<file path="config.mk">
export PLATFORM = sky130hd
export DESIGN_NAME = vlen_set_unit
export DESIGN_NICKNAME = d
export VERILOG_FILES = /design/src/rtl/vls_pkg.sv /design/src/rtl/vls_saturate.sv /design/src/rtl/vls_len_select.sv /design/src/rtl/vls_clamp.sv /design/src/rtl/vlen_set_unit.sv
export SDC_FILE = /design/constraint.sdc
export NUM_CORES = 1
export LEC_CHECK = 0
export ABC_AREA = 1
export CAP_MARGIN = 20
export CORE_MARGIN = 2
export CORE_UTILIZATION = 23
export CTS_CLUSTER_DIAMETER = 60
export DETAILED_ROUTE_END_ITERATION = 7
export DONT_BUFFER_PORTS = 1
export GPL_TIMING_DRIVEN = 0
export HOLD_SLACK_MARGIN = 0.12
export PLACE_DENSITY = 0.44
export SETUP_SLACK_MARGIN = 0.3
export SLEW_MARGIN = 30
export SYNTH_ARGS = -nofsm -noshare
export SYNTH_HDL_FRONTEND = slang
export SYNTH_SLANG_ARGS = --single-unit
</file>
<file path="constraint.sdc">
create_clock -name clk -period 1.1 [get_ports clk]
set_input_delay 0.11 -clock clk [delete_from_list [all_inputs] [get_ports clk]]
set_output_delay 0.11 -clock clk [all_outputs]
set_load 0.005 [all_outputs]
</file>
<file path="src/rtl/vls_pkg.sv">
package vls_pkg;

    typedef enum logic [1:0] {
        LSRC_KEEP  = 2'd0,
        LSRC_IMM   = 2'd1,
        LSRC_REG   = 2'd2,
        LSRC_COUNT = 2'd3
    } len_src_e;

    localparam int COND_W   = 4;
    localparam int COND_LT  = 3;
    localparam int COND_GT  = 2;
    localparam int COND_EQ  = 1;
    localparam int COND_SO  = 0;

    localparam int PST_BIT  = 1;
    localparam int VF_BIT   = 0;

endpackage

</file>
<file path="src/rtl/vls_saturate.sv">
module vls_saturate #(
    parameter int IN_W  = 64,
    parameter int OUT_W = 7
) (
    input  logic [IN_W-1:0]  value,
    output logic [OUT_W-1:0] result,
    output logic             sat
);
    localparam int HIGH_W = IN_W - OUT_W;

    generate
        if (HIGH_W > 0) begin : g_wide
            always_comb begin
                sat    = |value[IN_W-1:OUT_W];
                result = sat ? {OUT_W{1'b1}} : value[OUT_W-1:0];
            end
        end else begin : g_narrow
            always_comb begin
                sat    = 1'b0;
                result = value[OUT_W-1:0];
            end
        end
    endgenerate

endmodule

</file>
<file path="src/rtl/vls_len_select.sv">
module vls_len_select
    import vls_pkg::*;
#(
    parameter int XLEN  = 64,
    parameter int LEN_W = 7
) (
    input  logic             set_len,
    input  logic             src_is_zero,
    input  logic             dst_is_zero,
    input  logic [LEN_W-1:0] imm_len,
    input  logic [LEN_W-1:0] stored_len,
    input  logic [XLEN-1:0]  src_value,
    input  logic [XLEN-1:0]  loop_count,
    output logic [LEN_W-1:0] cand_len,
    output logic             sat_ovf,
    output len_src_e         src_sel
);
    localparam int NSRC = 2;

    logic [XLEN-1:0]  raw_val [NSRC];
    logic [LEN_W-1:0] sat_val [NSRC];
    logic [NSRC-1:0]  sat_hit;

    assign raw_val[0] = src_value;
    assign raw_val[1] = loop_count;

    generate
        for (genvar g = 0; g < NSRC; g++) begin : g_sat
            vls_saturate #(
                .IN_W  (XLEN),
                .OUT_W (LEN_W)
            ) u_sat (
                .value  (raw_val[g]),
                .result (sat_val[g]),
                .sat    (sat_hit[g])
            );
        end
    endgenerate

    always_comb begin
        if (!set_len)          src_sel = LSRC_KEEP;
        else if (!src_is_zero) src_sel = LSRC_REG;
        else if (dst_is_zero)  src_sel = LSRC_IMM;
        else                   src_sel = LSRC_COUNT;
    end

    always_comb begin
        cand_len = stored_len;
        sat_ovf  = 1'b0;
        unique case (src_sel)
            LSRC_KEEP:  cand_len = stored_len;
            LSRC_IMM:   cand_len = imm_len;
            LSRC_REG: begin
                cand_len = sat_val[0];
                sat_ovf  = sat_hit[0];
            end
            LSRC_COUNT: begin
                cand_len = sat_val[1];
                sat_ovf  = sat_hit[1];
            end
            default:    cand_len = stored_len;
        endcase
    end

    // a saturated source always presents the largest length
    always_comb begin
        if (sat_ovf) assert_sat_is_max_R5: assert (&cand_len);
    end

endmodule

</file>
<file path="src/rtl/vls_clamp.sv">
module vls_clamp #(
    parameter int LEN_W = 7
) (
    input  logic [LEN_W-1:0] cand_len,
    input  logic [LEN_W-1:0] limit,
    output logic [LEN_W-1:0] final_len,
    output logic             clipped
);
    always_comb begin
        clipped   = cand_len > limit;
        final_len = clipped ? limit : cand_len;
    end

endmodule

</file>
<file path="src/rtl/vlen_set_unit.sv">
module vlen_set_unit
    import vls_pkg::*;
#(
    parameter int XLEN  = 64,
    parameter int LEN_W = 7
) (
    input  logic              clk,
    input  logic              rst_n,
    input  logic              op_valid,
    input  logic [LEN_W-1:0]  imm_field,
    input  logic              set_max,
    input  logic              set_len,
    input  logic              vert_first,
    input  logic              want_cond,
    input  logic              src_is_zero,
    input  logic              dst_is_zero,
    input  logic [XLEN-1:0]   src_value,
    input  logic [XLEN-1:0]   loop_count,
    input  logic [XLEN-1:0]   state_in,
    output logic              res_valid,
    output logic [XLEN-1:0]   state_out,
    output logic              dst_wr,
    output logic [XLEN-1:0]   dst_data,
    output logic              cond_wr,
    output logic [COND_W-1:0] cond
);
    localparam int MVL_LSB = XLEN - LEN_W;
    localparam int VL_LSB  = XLEN - 2 * LEN_W;
    localparam int MID_HI  = VL_LSB - 1;
    localparam int MID_LO  = PST_BIT + 1;

    typedef struct packed {
        logic              valid;
        logic [XLEN-1:0]   state;
        logic              dwr;
        logic [XLEN-1:0]   ddata;
        logic              cwr;
        logic [COND_W-1:0] cfield;
    } result_t;

    result_t res_d, res_q;

    logic [LEN_W-1:0] imm_eff;
    logic [LEN_W-1:0] mvl_new;
    logic [LEN_W-1:0] cand_len;
    logic [LEN_W-1:0] vl_new;
    logic             sat_ovf;
    logic             clip_ovf;
    logic             ovf;
    len_src_e         src_sel;

    always_comb begin
        imm_eff = imm_field + LEN_W'(1);
        mvl_new = set_max ? imm_eff : state_in[MVL_LSB +: LEN_W];
    end

    vls_len_select #(
        .XLEN  (XLEN),
        .LEN_W (LEN_W)
    ) u_sel (
        .set_len     (set_len),
        .src_is_zero (src_is_zero),
        .dst_is_zero (dst_is_zero),
        .imm_len     (imm_eff),
        .stored_len  (state_in[VL_LSB +: LEN_W]),
        .src_value   (src_value),
        .loop_count  (loop_count),
        .cand_len    (cand_len),
        .sat_ovf     (sat_ovf),
        .src_sel     (src_sel)
    );

    vls_clamp #(
        .LEN_W (LEN_W)
    ) u_clamp (
        .cand_len  (cand_len),
        .limit     (mvl_new),
        .final_len (vl_new),
        .clipped   (clip_ovf)
    );

    assign ovf = sat_ovf | clip_ovf;

    always_comb begin
        res_d       = '0;
        res_d.valid = op_valid;
        if (op_valid) begin
            res_d.state                      = state_in;
            res_d.state[MVL_LSB +: LEN_W]    = mvl_new;
            res_d.state[VL_LSB +: LEN_W]     = vl_new;
            if (set_max) begin
                res_d.state[VF_BIT]  = vert_first;
                res_d.state[PST_BIT] = 1'b0;
            end
            res_d.dwr   = !dst_is_zero;
            res_d.ddata = dst_is_zero ? '0 : XLEN'(vl_new);
            res_d.cwr   = want_cond;
            if (want_cond) begin
                res_d.cfield[COND_LT] = 1'b0;
                res_d.cfield[COND_GT] = |vl_new;
                res_d.cfield[COND_EQ] = ~|vl_new;
                res_d.cfield[COND_SO] = ovf;
            end
        end else begin
            res_d.state = res_q.state;
        end
    end

    always_ff @(posedge clk or negedge rst_n) begin
        if (!rst_n) res_q <= '0;
        else        res_q <= res_d;
    end

    assign res_valid = res_q.valid;
    assign state_out = res_q.state;
    assign dst_wr    = res_q.dwr;
    assign dst_data  = res_q.ddata;
    assign cond_wr   = res_q.cwr;
    assign cond      = res_q.cfield;

    // a register source needs a nonzero source field
    assert_reg_src_R4: assert property (@(posedge clk) disable iff (!rst_n)
        (src_sel == LSRC_REG) |-> (set_len && !src_is_zero));

    // a committed length never exceeds the committed maximum
    assert_vl_within_mvl_R6: assert property (@(posedge clk) disable iff (!rst_n)
        res_valid |-> (state_out[VL_LSB +: LEN_W] <= state_out[MVL_LSB +: LEN_W]));

    assert_dst_zero_ext_R7: assert property (@(posedge clk) disable iff (!rst_n)
        dst_wr |-> (dst_data == XLEN'(state_out[VL_LSB +: LEN_W])));

    assert_cond_exclusive_R9: assert property (@(posedge clk) disable iff (!rst_n)
        cond_wr |-> ($countones(cond[COND_GT:COND_EQ]) == 1 && !cond[COND_LT]));

    assert_cond_matches_vl_R9: assert property (@(posedge clk) disable iff (!rst_n)
        cond_wr |-> (cond[COND_EQ] == (state_out[VL_LSB +: LEN_W] == '0)));

    assert_one_cycle_R10: assert property (@(posedge clk) disable iff (!rst_n)
        op_valid |=> res_valid);

    assert_idle_R10: assert property (@(posedge clk) disable iff (!rst_n)
        !op_valid |=> !res_valid);

    assert_passthru_R10: assert property (@(posedge clk) disable iff (!rst_n)
        op_valid |=> (state_out[MID_HI:MID_LO] == $past(state_in[MID_HI:MID_LO])));

    assert_mode_keep_R8: assert property (@(posedge clk) disable iff (!rst_n)
        (op_valid && !set_max) |=> (state_out[PST_BIT:VF_BIT] == $past(state_in[PST_BIT:VF_BIT])));

    assert_mvl_keep_R2: assert property (@(posedge clk) disable iff (!rst_n)
        (op_valid && !set_max) |=> (state_out[MVL_LSB +: LEN_W] == $past(state_in[MVL_LSB +: LEN_W])));

endmodule

</file>
==> metrics.md, run 1 <==
| Metric | Value |
|---|---|
| Status | complete, but fails checks |
| Failing checks | hold timing, setup timing |
| Initial core utilization | 0.234 |
| Max-cap violation count | 0 |
| Power Total | ~8.5 mW |
| Final Cell Area | roughly 0.0066 mm² |
| Final #Nets | 997 |
| Clock power share | 0.363 |
| First-pass GRT wire length | 22600 µm |
| Distinct cells, synth | 29 |
| Avg Synthesized Cell Area | around 7.2 µm² |
| Hpwl dp | ~12000 µm |
| Vias in the first global route | 4037 |
| Top Ports | between 300 and 400 |
| Commonest cells in the synthesized netlist | 267 x nand2_1, 90 x nor2_1, 77 x dfrtp_1 |
| # clock sinks | 77 |
| WHS | -0.532 ns |
| Most common cell in the netlist | nand2_1 |
| Comb pwr share | 0.240 |
| Post-route setup slack | -1.13 ns |
| CTS Hold Bufs | 55 |
| PD cells | between 1000 and 1500 mW/mm² |
| FF+latch count, synth | 77 |
| Setup TNS | -17.59 ns |
| Synth Cell Area | 0.00453 mm² |
| Vias | 4265 |
| Max Fanout on Critical Path | 7 |
| Synth Instances | 630 |
| Tightest Pin Transition | approximately 0.58 ns |
| Worst setup SP type | primary input |
| Detailed Route WL | 15600 µm |
| CTS Buffer Depth | 2 |
| Share of post-route cells with drive strength above 1 | 0.284 |
| # port buffers | 0 |
| Post-Layout Cell Count | 1051 |
| Core region area | 0.0194 mm² |
| Area Overhead vs Synth | 46.1% |
| Maximum clock frequency | approximately 450 MHz |
| Setup CP Type | primary input to register |
| Clock transition at path regs | 0.07 ns |
| Die Height | roughly 140 µm |
| Fin crit share | 2.03 |
| H-tree depth | 3 |
| Pin count of the biggest net entering global routing | 78 |
| VDD IR max | 673 µV |
| N_diodes | 0 |
| DIE AREA | 0.0208 mm² |
| Delay of the slowest critical-path stage | 0.28 ns |
| Fin crit period | approximately 2.2 ns |
| Inst Count DP | 952 |
| Area after DPL | 0.00515 mm² |
| DP Worst Slack | -1.77 ns |
| RSZ-0062 raised after global routing | true |
| Top FF cell, synth | dfrtp_1 |
| Routability cong. | between 0.8 and 0.9 |
| CP Capture Type | register |
| Antenna viol nets, final | 0 |
| Seq pwr share | 0.397 |
| P_sw | roughly 2.6 mW |
| EDFF count, synth | 0 |
| Area contributors post-synth | dfrtp_1 43%, nand2_1 22%, buf_4 9.6%, nor2_1 7.5%, ha_1 2.2% |
| Synth Warn # | 0 |
| Required time of the worst setup path | 1.37 ns |
| Share of the yosys chip area belonging to registers | 0.425 |
| Slew margin rel. | 0.611 |
| Async set-reset flop share out of synthesis | 1.00 |
| Top cell type's share of synthesized area | 0.425 |
| 1st-iter DRT viols | ~150 |
| TritonCTS clock tree | done |
| Avg Vias per Cell | 4.06 |
| Worst-skew pair later-pin latency | 0.33 ns |
| Length of the first detailed-routing pass in iterations | 4 |
| Worst EP arrival | about 2.5 ns |
| Int Pwr | 5.90 mW |
| Final setup violation count | 17 |
| Clock Skew | 0 ns |
| Crit-path slowest cell | ha_1 |
| Worst-path cell chain | or2_4, nor2_4, nand2_2, nor2_2, nand2_2, nand2_4, nand3b_1, nand2_2, inv_1, ha_1, nand2_2, nor2_1, inv_1, nand3_2, buf_4, buf_4, inv_1, nand2_1, nand2_2, inv_2, nor2_1, nand2_1, nor2_1 |
| Routed len/inst | 14.9 µm |
| Slew Viols, Final | 0 |
| # DRC | 0 |
| Worst hold path type | primary input to async pin |
| Most used cell, CP | nand2_2 |
| Rows | 51 |
| Total GRT Usage | 0.144 |
| Sw frac | 0.306 |
| Horiz. Die Dim | 144 µm |
| Total clock buffers created by CTS | 9 |
| Grt ovf | 0 |
| Final hold viol count | 77 |
| Leading area contributor after synthesis | dfrtp_1 |
| Initial antenna violation count | 0 |
| Root Driver | clkbuf_16 |
| Leakage | 3.33 nW |
## registers in the layout, summed over array words and instances (netlist names)
signal	count
cond	3
cond_wr	1
res_valid	1
dst_data	7
dst_wr	1
state_out	64
## critical path, delay by kind of cell
kind / cells / cell delay [ns]
buf+inv: 6 / 0.49
fa+ha+maj: 1 / 0.28
simple gates: 16 / 1.60
## per-layer routing
layer  global-route usage  share of wire  vias up
li1                     -              -     2128
met1                0.205           0.45     1971
met2                0.220           0.47      155
met3               0.0387          0.068       11
met4               0.0312          0.012        0
met5                    0              0        -
## power groups by stage
stage	combinational, mW	clock, mW	sequential (mW)
after floorplan	1.06	0	3.33
after CTS	1.74	3.20	3.38
after global placement	1.33	0	3.43
after global routing	2.28	3.32	3.41
after detailed placement	1.34	0	3.43
final	2.04	3.08	3.37
## worst paths after layout
path	to	depth (start not counted)	startpoint	slack [ns]
worst max-delay path	cond[1]$_DFF_PN0_	23	loop_count[8]	-1.13
worst min-delay path	state_out[41]$_DFFE_PN0P_	0	rst_n	-0.53
worst max register to register	state_out[0]$_DFFE_PN0P_	2	state_out[0]$_DFFE_PN0P_	0.38
worst min register to register	state_out[22]$_DFFE_PN0P_	2	state_out[22]$_DFFE_PN0P_	0.51
max in group asynchronous	dst_data[4]$_DFF_PN0_	0	rst_n	1.53
min in group clk	state_out[62]$_DFFE_PN0P_	2	state_in[62]	0.02
## cells by family (layout without fill, tap and decap cells)
kind of cell | count (synthesis) | count (layout) | synth area share
DFF | 77 | 77 | 0.425
buffers and inverters | 98 | 197 | 0.133
xor gates and xnor gates | 3 | 3 | 0.00580
AOI/OAI and AO/OA | 31 | 31 | 0.0365
other | 1 | 58 | 0.000828
adders and majority gates | 8 | 8 | 0.0221
muxes | 2 | 2 | 0.00442
and+or+nand+nor | 410 | 410 | 0.372
## repair_timing
item,in CTS,in global routing
pin swaps,19,40
gates cloned,1,0
endpoints found under the setup margin,105,123
resized for setup,38,79
endpoints found under the hold margin,144,82
setup buffers,18,9
## through the flow
step,hold WS [ns],utilization
2_1_floorplan,-0.186,-
3_5_place_dp,-0.184,0.265
3_3_place_gp,-0.184,0.265
5_1_grt,-0.557,0.341
4_1_cts,-0.555,0.324
6_report,-0.532,0.341
## area by class of cell
class | count | area (µm²)
fillers | 2077 | 12800
multi-input cells | 512 | 2630
flip-flops and latches | 77 | 1930
repair buffers | 83 | 796
plain buffers | 75 | 547
well taps | 265 | 332
clock buffers | 9 | 225
inverters | 23 | 88.8
clock inverters | 7 | 81.3
## cells in the final DEF, fill, tap and decap left out, types with 4 or more instances in the layout
cell           Yosys  final
nand3_4            0      4
nand2_4            2     13
nand3_2            4      7
or2_2             10     10
nor2_2             2     13
nand2_1          267    237
o21ai_0           16      8
ha_4               0      5
inv_1             20     16
conb_1             1     58
nand2_2            9     28
nor2_4             0      8
buf_4             58     78
buf_6              2      8
nand3_1           17     10
dlygate4sd3_1      0     53
dfrtp_1           77     77
inv_2              3      6
clkbuf_16          0      9
o21ai_2            0      4
a21oi_1           12     11
o21ai_1            1      5
clkbuf_2           0      9
inv_6              0      4
nor2_1            90     71
Power figures use the tool's default switching activity.
==> run 2, diff against run 1 <==
ABC_AREA = not set   (was 1)
PLACE_DENSITY = 0.41   (was 0.44)
==> metrics.md, run 2 <==
| Metric | Value |
|---|---|
| R2R cell count | 2 (unchanged) |
| Avg Synthesized Cell Area | 10.7 µm² (+49%) |
| Initial core utilization | 0.235 (+0.00159) |
| Root Driver | clkbuf_16 |
| Vias | 3515 (-18%) |
| Total clock buffers created by CTS | 9 (unchanged) |
| Worst EP arrival | 3.32 ns (+0.82 ns) |
| Clock transition at path regs | 0.06 ns (about the same) |
| Failing checks | hold timing, setup timing |
| Setup CP Type | primary input to register |
| Power Total | 8.26 mW (-2.7%) |
| Share of the yosys chip area belonging to registers | 0.456 (+0.0309) |
| 1st-iter DRT viols | 108 (-29%) |
| Antenna viol nets, final | 0 (unchanged) |
| Final #Nets | 754 (-24%) |
| Top Ports | 343 (unchanged) |
| Leakage | 2.83 nW (-15%) |
| Status | complete, but fails checks |
| Fin crit period | 3.14 ns (+0.915 ns) |
| Pin count of the biggest net entering global routing | 78 (unchanged) |
| Routability cong. | 1.02 (+18%) |
| CTS Buffer Depth | 2 (unchanged) |
| Die Height | 140 µm (-3.3%) |
| Clock power share | 0.369 (+0.006) |
| Area Overhead vs Synth | 49.4% |
| Avg Vias per Cell | 4.52 (+11%) |
| Total GRT Usage | 0.152 (+0.00794) |
| Area contributors post-synth | dfrtp_1 46%, mux2_2 13%, buf_4 10%, nor4_1 3.4%, nor2_1 3.2% |
| Filler cells | 1790 (-14%) |
| PD cells | 1310 mW/mm² (+2.0%) |
| Max-cap violation count | 0 (unchanged) |
| Commonest cells after routing, fill and taps aside | 77 x buf_4, 77 x dfrtp_1, 58 x conb_1 |
| Synth Instances | 395 (-37%) |
| Vias in the first global route | 3531 (-13%) |
| Rows | 49 (-3.9%) |
| Initial antenna violation count | 6 (+6) |
| # port buffers | 0 (unchanged) |
| DIE AREA | 0.0195 mm² (-6.6%) |
| Fin crit share | 2.86 (+0.832) |
| Flop-to-flop setup slack | 0.26 ns (-0.12 ns) |
| Comb pwr share | 0.218 (-0.022) |
| Top cell type's share of synthesized area | 0.456 (+0.0309) |
| Synth Cell Area | 0.00422 mm² (-6.8%) |
| Async set-reset flop share out of synthesis | 1.00 (unchanged) |
| Post-route setup slack | -2.04 ns (-0.915 ns) |
| Slew margin rel. | 0.580 (-0.0314) |
| Routed len/inst | 19.9 µm (+34%) |
| Final hold viol count | 77 (unchanged) |
| Grt ovf | 0 (unchanged) |
| RSZ-0062 raised after global routing | true |
| Most flops, register | state_out |
| FF+latch count, synth | 77 (unchanged) |
| # DRC | 0 (unchanged) |
| Seq pwr share | 0.413 (+0.016) |
| Clock Skew | 0 ns (unchanged) |
| # clock sinks | 77 (unchanged) |
| Post-Layout Cell Count | 777 (-26%) |
| Worst setup SP type | primary input |
| Maximum clock frequency | 318 MHz (-29%) |
| Top FF cell, synth | dfrtp_1 |
| Length of the first detailed-routing pass in iterations | 4 (unchanged) |
| Commonest cells in the synthesized netlist | 77 x dfrtp_1, 58 x buf_4, 50 x mux2_2 |
| Required time of the worst setup path | 1.28 ns (-0.09 ns) |
| Most common cell in the netlist | dfrtp_1 |
| Synth Warn # | 0 (unchanged) |
| Hpwl dp | 12300 µm (+2.1%) |
| Detailed Route WL | 15500 µm (-1.0%) |
| P_sw | 2.25 mW (-13%) |
| Core region area | 0.0180 mm² (-7.4%) |
| Max Fanout on Critical Path | 8 (+1) |
| CP Capture Type | register |
| VDD IR max | 797 µV (+18%) |
| Sequential standard cell area | 0.00193 mm² (unchanged) |
| Sw frac | 0.273 (-0.0325) |
| Leading area contributor after synthesis | dfrtp_1 |
| First-pass GRT wire length | 22300 µm (-1.5%) |
| Multi-input logic area | 0.00243 mm² (-7.5%) |
| Setup TNS | -31.92 ns (-14.33 ns) |
| Slew Viols, Final | 0 (unchanged) |
| Largest register FFs | 64 (unchanged) |
| Int Pwr | 6.00 mW (+1.8%) |
| H-tree depth | 3 (unchanged) |
| WHS | -0.528 ns (+0.00447 ns) |
| Tightest Pin Transition | 0.626 ns (+0.0495 ns) |
| DP Worst Slack | -3.05 ns (-1.27 ns) |
| Worst hold path type | primary input to async pin |
| EDFF count, synth | 0 (unchanged) |
| Worst-skew pair later-pin latency | 0.34 ns (about the same) |
| Share of post-route cells with drive strength above 1 | 0.396 (+0.112) |
| Horiz. Die Dim | 140 µm (-3.3%) |
| Distinct cells, synth | 46 (+59%) |
| Inst Count DP | 681 (-28%) |
| Final setup violation count | 17 (unchanged) |
| TritonCTS clock tree | done |
==> run 2: cell count changes in the layout (fill, tap and decap cells not counted), moves of 7 or more <==
cell / delta
nor2_1: -36
nor4_2: +7
nor2_2: -13
clkbuf_2: -7
nand2_2: -28
mux2_2: +26
mux2_4: +24
or2_2: -9
nor4_1: +14
nor2_4: -7
mux2i_1: +7
nand2_4: -13
nand2_1: -222
==> run 2: layout make-up <==
cell class / instances / area share
tap: 229 / 0.0454
timing repair buffer: 75 / 0.116
inverter: 12 / 0.00714
sequential: 77 / 0.305
antenna: 5 / 0.00198
buffer: 71 / 0.0908
clock inverter: 6 / 0.0111
multi-input combinational: 292 / 0.385
clock buffer: 10 / 0.0379
==> run 2: path summary, 6_finish.rpt <==
kind / start / to
worst min-delay path: rst_n / state_out[46]$_DFFE_PN0P_
max in group asynchronous: rst_n / state_out[60]$_DFFE_PN0P_
worst max-delay path: src_value[12] / cond[2]$_DFF_PN0_
worst max register to register: state_out[1]$_DFFE_PN0P_ / state_out[1]$_DFFE_PN0P_
worst min register to register: state_out[28]$_DFFE_PN0P_ / state_out[28]$_DFFE_PN0P_
min in group clk: state_in[59] / state_out[59]$_DFFE_PN0P_
==> run 2: logic make-up after synthesis <==
logic type      Yosys count  synth area share
other cells               1          0.000888
fa+ha+maj                 8            0.0237
flops                    77             0.456
xor+xnor                  4           0.00830
compound gates           55            0.0945
mux                      60             0.157
simple gates            107             0.134
buf+inv                  83             0.126
==> run 2: power by group through the flow <==
stage	clock network [mW]	logic, mW	registers [mW]
global route	3.29	1.98	3.45
floorplan	0	1.06	3.36
CTS	3.17	1.72	3.42
finish	3.05	1.80	3.41
detailed placement	0	1.29	3.46
global placement	0	1.27	3.47
==> run 2: metal layers <==
layer  global-route usage  wire [µm]  vias up  share of wire
met5                    0         13        -        0.00084
met4               0.0367        246        2          0.016
met3               0.0816       1700       16           0.11
met2                0.224       6860      192           0.44
met1                0.196       6660     1710           0.43
li1                     -          -     1595              -
==> run 2: stage by stage <==
step,instance area [µm²],utilization
finish,6310,0.351
global route,6300,0.351
CTS,6140,0.342
detailed placement,4960,0.276
global placement,4960,0.276
floorplan,4680,-
==> run 2: repair_timing <==
item                                    4_1_cts  5_1_grt
gates resized for setup                      37       31
hold buffers                                 53        1
pin swaps                                     9        4
setup buffers                                14        5
endpoints found under the setup margin      101      134
cloned                                        1        1
endpoints found under the hold margin       134       79
==> run 2: worst max-delay path: stages <==
cell and delay [ns]:
nor4_4 0.37, nand4_1 0.21, nor4_4 0.41, o211ai_4 0.18, nor3_4 0.18, nor2_1 0.07, ha_1 0.32, and3_4 0.20
a221o_1 0.18, a31oi_4 0.05, or2_4 0.26, or4_4 0.43, o31ai_4 0.08, buf_4 0.15, a41oi_2 0.11
